### config.mk
export PLATFORM = sky130hd
export DESIGN_NAME = npc_select
export DESIGN_NICKNAME = d
export VERILOG_FILES = /design/src/rtl/npc_pkg.sv /design/src/rtl/npc_targets.sv /design/src/rtl/npc_decide.sv /design/src/rtl/npc_mux.sv /design/src/rtl/npc_select.sv
export SDC_FILE = /design/constraint.sdc
export NUM_CORES = 1
export LEC_CHECK = 0
export CAP_MARGIN = 20
export CORE_MARGIN = 4
export CORE_UTILIZATION = 42
export CTS_CLUSTER_DIAMETER = 80
export DETAILED_ROUTE_END_ITERATION = 8
export PLACE_DENSITY = 0.87
export SYNTH_ARGS = -nofsm -noshare
export SYNTH_HDL_FRONTEND = slang
export SYNTH_SLANG_ARGS = --single-unit
### constraint.sdc
create_clock -name clk -period 6 [get_ports clk]
set_clock_uncertainty 0.2 [all_clocks]
set_input_delay 1.5 -clock clk [delete_from_list [all_inputs] [get_ports clk]]
set_output_delay 1.5 -clock clk [all_outputs]
set_load 0.01 [all_outputs]
### src/rtl/npc_pkg.sv
// Package: shared encodings for the fetch PC generator.
// Assumes: 3-bit flow classes from decode; select codes fixed as below.
package npc_pkg;

    // Flow class of the instruction in the register-read stage.
    typedef enum logic [2:0] {
        FLOW_SEQ  = 3'd0,
        FLOW_BZ   = 3'd1,
        FLOW_BNZ  = 3'd2,
        FLOW_JMP  = 3'd3,
        FLOW_JREG = 3'd4
    } flow_e;

    // PC source select codes.
    typedef enum logic [2:0] {
        SEL_SEQ  = 3'd0,
        SEL_BR   = 3'd1,
        SEL_JMP  = 3'd2,
        SEL_REG  = 3'd3,
        SEL_ILL  = 3'd4,
        SEL_IRQ  = 3'd5,
        SEL_RST  = 3'd6
    } pc_sel_e;

    localparam int N_PC_SRC = 7;

endpackage

### src/rtl/npc_targets.sv
// Module: npc_targets
// Computes the three redirect targets and the zero test for the
// instruction in register-read stage.
// Assumes: rr_opnd already carries the forwarded value; the branch base
// is the branching instruction's address plus one word.
module npc_targets #(
    parameter int XLEN    = 32,
    parameter int OFF_W   = 16,
    parameter int JF_W    = 26,
    parameter int PC_KEEP = 3
) (
    input  logic [XLEN-1:0]  rr_pc,
    input  logic [OFF_W-1:0] br_off,
    input  logic [JF_W-1:0]  jmp_field,
    input  logic [XLEN-1:0]  rr_opnd,
    output logic [XLEN-1:0]  br_tgt,
    output logic [XLEN-1:0]  jmp_tgt,
    output logic [XLEN-1:0]  reg_tgt,
    output logic             opnd_zero
);

    localparam int EXT_W = XLEN - OFF_W - 2;
    localparam int GAP_W = XLEN - PC_KEEP - JF_W - 2;

    logic [XLEN-1:0] off_bytes;
    logic [XLEN-1:0] br_base;

    // Word offset, sign-extended and scaled to bytes.
    assign off_bytes = {{EXT_W{br_off[OFF_W-1]}}, br_off, 2'b00};

    // Base address: the delay-slot address.
    assign br_base = rr_pc + XLEN'(4);

    // Branch target adder.
    assign br_tgt = br_base + off_bytes;

    // Absolute jump target; any bits between kept PC bits and field are zero.
    generate
        if (GAP_W > 0) begin : g_gap
            assign jmp_tgt = {rr_pc[XLEN-1 -: PC_KEEP], {GAP_W{1'b0}}, jmp_field, 2'b00};
        end else begin : g_nogap
            assign jmp_tgt = {rr_pc[XLEN-1 -: PC_KEEP], jmp_field, 2'b00};
        end
    endgenerate

    // Register target comes straight from the forwarded operand.
    assign reg_tgt = rr_opnd;

    // Branch condition: zero test of the forwarded operand.
    assign opnd_zero = (rr_opnd == '0);

endmodule

### src/rtl/npc_decide.sv
// Module: npc_decide
// Chooses the PC source, the load enable and the taken flag.
// Priority: restart (pin or request) > stall > interrupt > undefined
// instruction > flow class. Unknown flow codes count as undefined.
// Assumes: purely combinational; the PC register lives in the top.
module npc_decide
    import npc_pkg::*;
(
    input  logic       rst_n,
    input  logic       soft_rst,
    input  logic       stall,
    input  logic       irq,
    input  logic       ill_op,
    input  logic [2:0] flow,
    input  logic       opnd_zero,
    output pc_sel_e    sel,
    output logic       load,
    output logic       taken
);

    flow_e flow_c;

    // Typed view of the incoming flow class.
    assign flow_c = flow_e'(flow);

    // Priority selection of the next PC source.
    always_comb begin
        sel   = SEL_SEQ;
        load  = 1'b1;
        taken = 1'b0;
        if (!rst_n || soft_rst) begin
            sel = SEL_RST;
        end else if (stall) begin
            load = 1'b0;
        end else if (irq) begin
            sel = SEL_IRQ;
        end else if (ill_op) begin
            sel = SEL_ILL;
        end else begin
            case (flow_c)
                FLOW_SEQ: sel = SEL_SEQ;
                FLOW_BZ: begin
                    if (opnd_zero) begin
                        sel   = SEL_BR;
                        taken = 1'b1;
                    end
                end
                FLOW_BNZ: begin
                    if (!opnd_zero) begin
                        sel   = SEL_BR;
                        taken = 1'b1;
                    end
                end
                FLOW_JMP: begin
                    sel   = SEL_JMP;
                    taken = 1'b1;
                end
                FLOW_JREG: begin
                    sel   = SEL_REG;
                    taken = 1'b1;
                end
                default: sel = SEL_ILL;
            endcase
        end
    end

endmodule

### src/rtl/npc_mux.sv
// Module: npc_mux
// AND-OR multiplexer over the seven PC sources, indexed by select code.
// Assumes: sel holds a defined code; an undefined code yields zero.
module npc_mux
    import npc_pkg::*;
#(
    parameter int XLEN = 32,
    parameter logic [XLEN-1:0] RST_VEC = 32'h8000_0000,
    parameter logic [XLEN-1:0] ILL_VEC = 32'h8000_0040,
    parameter logic [XLEN-1:0] IRQ_VEC = 32'h8000_0080
) (
    input  pc_sel_e         sel,
    input  logic [XLEN-1:0] seq_pc,
    input  logic [XLEN-1:0] br_tgt,
    input  logic [XLEN-1:0] jmp_tgt,
    input  logic [XLEN-1:0] reg_tgt,
    output logic [XLEN-1:0] pc_out
);

    logic [XLEN-1:0] src  [N_PC_SRC];
    logic [XLEN-1:0] gated[N_PC_SRC];

    // Source table in select-code order.
    assign src[SEL_SEQ] = seq_pc;
    assign src[SEL_BR]  = br_tgt;
    assign src[SEL_JMP] = jmp_tgt;
    assign src[SEL_REG] = reg_tgt;
    assign src[SEL_ILL] = ILL_VEC;
    assign src[SEL_IRQ] = IRQ_VEC;
    assign src[SEL_RST] = RST_VEC;

    // One gate per source, enabled by its select code.
    generate
        for (genvar i = 0; i < N_PC_SRC; i++) begin : g_gate
            assign gated[i] = (sel == pc_sel_e'(i)) ? src[i] : '0;
        end
    endgenerate

    // OR-reduce the gated sources.
    always_comb begin
        pc_out = '0;
        for (int i = 0; i < N_PC_SRC; i++) begin
            pc_out = pc_out | gated[i];
        end
    end

endmodule

### src/rtl/npc_select.sv
// Module: npc_select (top)
// Holds the fetch PC and loads the next one each cycle from the
// sequential, branch, jump, register or vector source. Redirects are
// decided in register-read stage, so the delay slot is always fetched.
// Assumes: synchronous active-low reset; inputs settle within the cycle.
module npc_select
    import npc_pkg::*;
#(
    parameter int XLEN    = 32,
    parameter int OFF_W   = 16,
    parameter int JF_W    = 26,
    parameter int PC_KEEP = 3,
    parameter logic [XLEN-1:0] RST_VEC = 32'h8000_0000,
    parameter logic [XLEN-1:0] ILL_VEC = 32'h8000_0040,
    parameter logic [XLEN-1:0] IRQ_VEC = 32'h8000_0080
) (
    input  logic             clk,
    input  logic             rst_n,
    input  logic             stall,
    input  logic             soft_rst,
    input  logic             irq,
    input  logic             ill_op,
    input  logic [2:0]       flow,
    input  logic [XLEN-1:0]  rr_pc,
    input  logic [OFF_W-1:0] br_off,
    input  logic [JF_W-1:0]  jmp_field,
    input  logic [XLEN-1:0]  rr_opnd,
    output logic [XLEN-1:0]  fetch_pc,
    output logic [XLEN-1:0]  next_pc,
    output logic             taken
);

    logic [XLEN-1:0] pc_q;
    logic [XLEN-1:0] seq_pc;
    logic [XLEN-1:0] br_tgt;
    logic [XLEN-1:0] jmp_tgt;
    logic [XLEN-1:0] reg_tgt;
    logic [XLEN-1:0] mux_pc;
    logic            opnd_zero;
    logic            load;
    pc_sel_e         sel;

    // Sequential successor of the current fetch address.
    assign seq_pc = pc_q + XLEN'(4);

    npc_targets #(
        .XLEN    (XLEN),
        .OFF_W   (OFF_W),
        .JF_W    (JF_W),
        .PC_KEEP (PC_KEEP)
    ) u_tgt (
        .rr_pc     (rr_pc),
        .br_off    (br_off),
        .jmp_field (jmp_field),
        .rr_opnd   (rr_opnd),
        .br_tgt    (br_tgt),
        .jmp_tgt   (jmp_tgt),
        .reg_tgt   (reg_tgt),
        .opnd_zero (opnd_zero)
    );

    npc_decide u_dec (
        .rst_n     (rst_n),
        .soft_rst  (soft_rst),
        .stall     (stall),
        .irq       (irq),
        .ill_op    (ill_op),
        .flow      (flow),
        .opnd_zero (opnd_zero),
        .sel       (sel),
        .load      (load),
        .taken     (taken)
    );

    npc_mux #(
        .XLEN    (XLEN),
        .RST_VEC (RST_VEC),
        .ILL_VEC (ILL_VEC),
        .IRQ_VEC (IRQ_VEC)
    ) u_mux (
        .sel     (sel),
        .seq_pc  (seq_pc),
        .br_tgt  (br_tgt),
        .jmp_tgt (jmp_tgt),
        .reg_tgt (reg_tgt),
        .pc_out  (mux_pc)
    );

    // Value the PC register takes at the next edge.
    assign next_pc = load ? mux_pc : pc_q;

    // Fetch PC register with synchronous reset and stall hold.
    always_ff @(posedge clk) begin
        if (!rst_n) begin
            pc_q <= RST_VEC;
        end else if (load) begin
            pc_q <= mux_pc;
        end
    end

    assign fetch_pc = pc_q;

endmodule

==> reports/results.tsv <==
stage	metric	value	unit
run_status	status	finished with violations	
run_status	violations	negative setup slack	
global_route	grtUsageTotal	35.3	%
place	dp_cells	1059	
detailed_routing	postRouteAntennaNets	0	
floorplanning	die_h	111	um
clocking	htree_levels	2	
timing	tightestPinTransition	0.838	ns
detailed_routing	num_vias	7396	
synth	async_flop_share	0	%
power_and_ir_drop	vdd_drop_max	0.105	mV
finish	area_delta_synth_final	108	%
global_route	grt_pass1_vias	6775	
global_route	grt_max_degree	21	
finish	layout_commonest_cell	buf_4	
timing	min_period_over_period	104	%
global_route	grt_antenna_before_repair	0	
setup_path	cp.arrival	4.57	ns
timing	tns	-1.09	ns
clocking	clock_path_buffers	2	
place	hpwlAfterDp	16100	um
detailed_routing	firstDrtPassIters	9	
synth	ys_ff_latch	32	
power_and_ir_drop	power.density	138	nW/um2
floorplanning	core-area	10300	um2
floorplanning	pin_count	180	
synth	synth_top_flop_cell	dfxtp_1	
setup_path	path_class	input port to output pin	
finish	drive_gt1_share	42.7	%
global_route	grt_pass1_wl	35700	um
clocking	cts_tree	done	
detailed_routing	viasPerCell	6.60	
clocking	clock_sinks	32	
power_and_ir_drop	p_leak	4.14	nW
timing	rsz0062_at_grt	yes	
floorplanning	die_w	111	um
synth	yosysSeqAreaShare	14.4	%
detailed_routing	drt_iter0_drc	703	
floorplanning	core.rowCount	37	
setup_path	critPathMaxFanout	3	
synth	synth_edf_count	0	
setup_path	end_kind	output pin	
finish	fin_nets	1157	
synth	synth_cell_types	61	
setup_path	worst_ep_required_time	4.30	ns
global_route	grt-ovfl-total	0	
floorplanning	start_util	43.0	%
timing	clock.fmax	0.160	GHz
clocking	cts_hold_buffers	0	
floorplanning	dieArea	12300	um2
timing	setup-violations-final	15	
setup_path	critPathLaunch	rr_pc[15]	
detailed_routing	wire_per_inst	24.9	um
finish	largest_reg_flops	32	
timing	worst_slack	-0.267	ns
clocking	cts.clk_slew.worst_paths	0.07	ns
setup_path	reg2reg_from	fetch_pc[5]	
timing	final.min_clock_period	6.27	ns
synth	syn_area_per_cell	7.34	um2
place	place.gp.congestion	0.967	
synth	syn-num-nets	778	
timing	slew_headroom	43.7	%
finish	final_cell_count_no_fill	1121	
clocking	cts_inserted_buffers	5	
finish	final_cell_mix	209 x buf_4, 81 x clkdlybuf4s50_1, 49 x nand2_1	
detailed_routing	drc	0	
detailed_routing	drt-total-wl	27900	um
clocking	clockRootBuffer	clkbuf_8	
synth	syn_area	4430	um2
timing	hold_viol	0	
run	maxCapViolations	0	
setup_path	critPathLaunchType	input port	
clocking	clock_latency	0.30	ns
timing	final_max_slew_viol_count	0	
synth	synth_cells	604	
synth	ys_warn_count	0	
hold_path	hold_path_class	register to register	
place	port_buffers	179	
hold_path	hold_path.startpoint	fetch_pc[11]	
-- worst paths after layout --
path	to	slack, ns	depth (start not counted)
worst max-delay path	next_pc[25]	-0.27	12
worst max register to register	fetch_pc[31]	2.84	11
worst min-delay path	fetch_pc[11]	0.36	2
worst min register to register	fetch_pc[11]	0.36	2
-- per-stage QoR --
stage          hold WS, ns  setup WS [ns]  utilization (%)  power [mW]  area, um2
2_1_floorplan        0.331          0.179                -       0.473       4430
3_3_place_gp         0.313         -0.842             73.5       0.779       7580
3_5_place_dp         0.338         -0.894             73.5       0.790       7580
4_1_cts              0.349        0.00138             82.7        1.12       8540
5_1_grt              0.393         -0.362             89.1        1.30       9200
6_report             0.362         -0.267             89.1        1.27       9200
-- per-layer routing --
metal / share of wire (%) / track usage (%)
met3: 9.7 / 4.69
met5: 0 / 0
met4: 7.9 / 15.5
met1: 35 / 42.9
met2: 48 / 61.9
-- where the power goes --
| group | internal [mW] | switching (mW) |
|---|---|---|
| clock | 0.147 | 0.0971 |
| sequential | 0.219 | 0.0110 |
| combinational | 0.399 | 0.397 |
| total | 0.764 | 0.505 |
-- area by class of cell --
cell class	instances	area, um2
clock buffer	7	96.3
sequential	32	641
inverter	24	90.1
multi-input combinational	521	4750
antenna	1	2.50
fill	467	1120
tap	136	170
clock inverter	1	30.0
timing repair buffer	399	3420
-- synth_stat cells, drive strengths merged (5+ instances only) --
library cell,number,area (um2)
nand2b,7,43.8
a21o,16,120
ha,58,726
a21oi,60,300
o211ai,9,67.6
nand3,21,105
a221oi,12,105
a22oi,5,37.5
xor2,9,78.8
xnor2,20,175
nor2b,5,31.3
inv,24,90.1
o21a,16,120
nor2,42,163
a22o,9,78.8
nand2,52,195
nor3,14,70.1
o221ai,6,52.6
a31oi,8,50.1
o31ai,5,42.5
dfxtp,32,641
a211oi,5,37.5
and3,8,50.1
clkbuf,17,63.8
o21ai,51,259
buf,10,55.1
nand4,7,43.8
nor4,11,68.8
o22ai,9,56.3
a221o,7,70.1
-- critical path: stages --
cell,delay (ns)
clkdlybuf4s50_1,0.50
ha_4,0.22
ha_4,0.29
nand4_1,0.27
o22ai_2,0.35
a211oi_2,0.10
o31a_1,0.30
o311ai_2,0.24
xor2_1,0.28
a21oi_2,0.11
o21ai_1,0.20
buf_2,0.20
-- cell families (layout without fill, tap and decap cells) --
logic type	count (synthesis)	in the layout	synth area share [%]
other cells	0	1	0
compound gates	240	240	36.2
buf+inv	51	431	4.71
mux	4	4	0.903
simple gates	189	189	21.2
flops	32	32	14.4
xor+xnor	29	29	5.73
fa+ha+maj	59	59	16.8
-- timing repair --
item                                    CTS  global route
endpoints found under the setup margin   32            31
pin swaps                                75            72
buffers inserted                         31            22
resized for setup                       247           151
No activity file was read; power rests on OpenSTA's default activity.
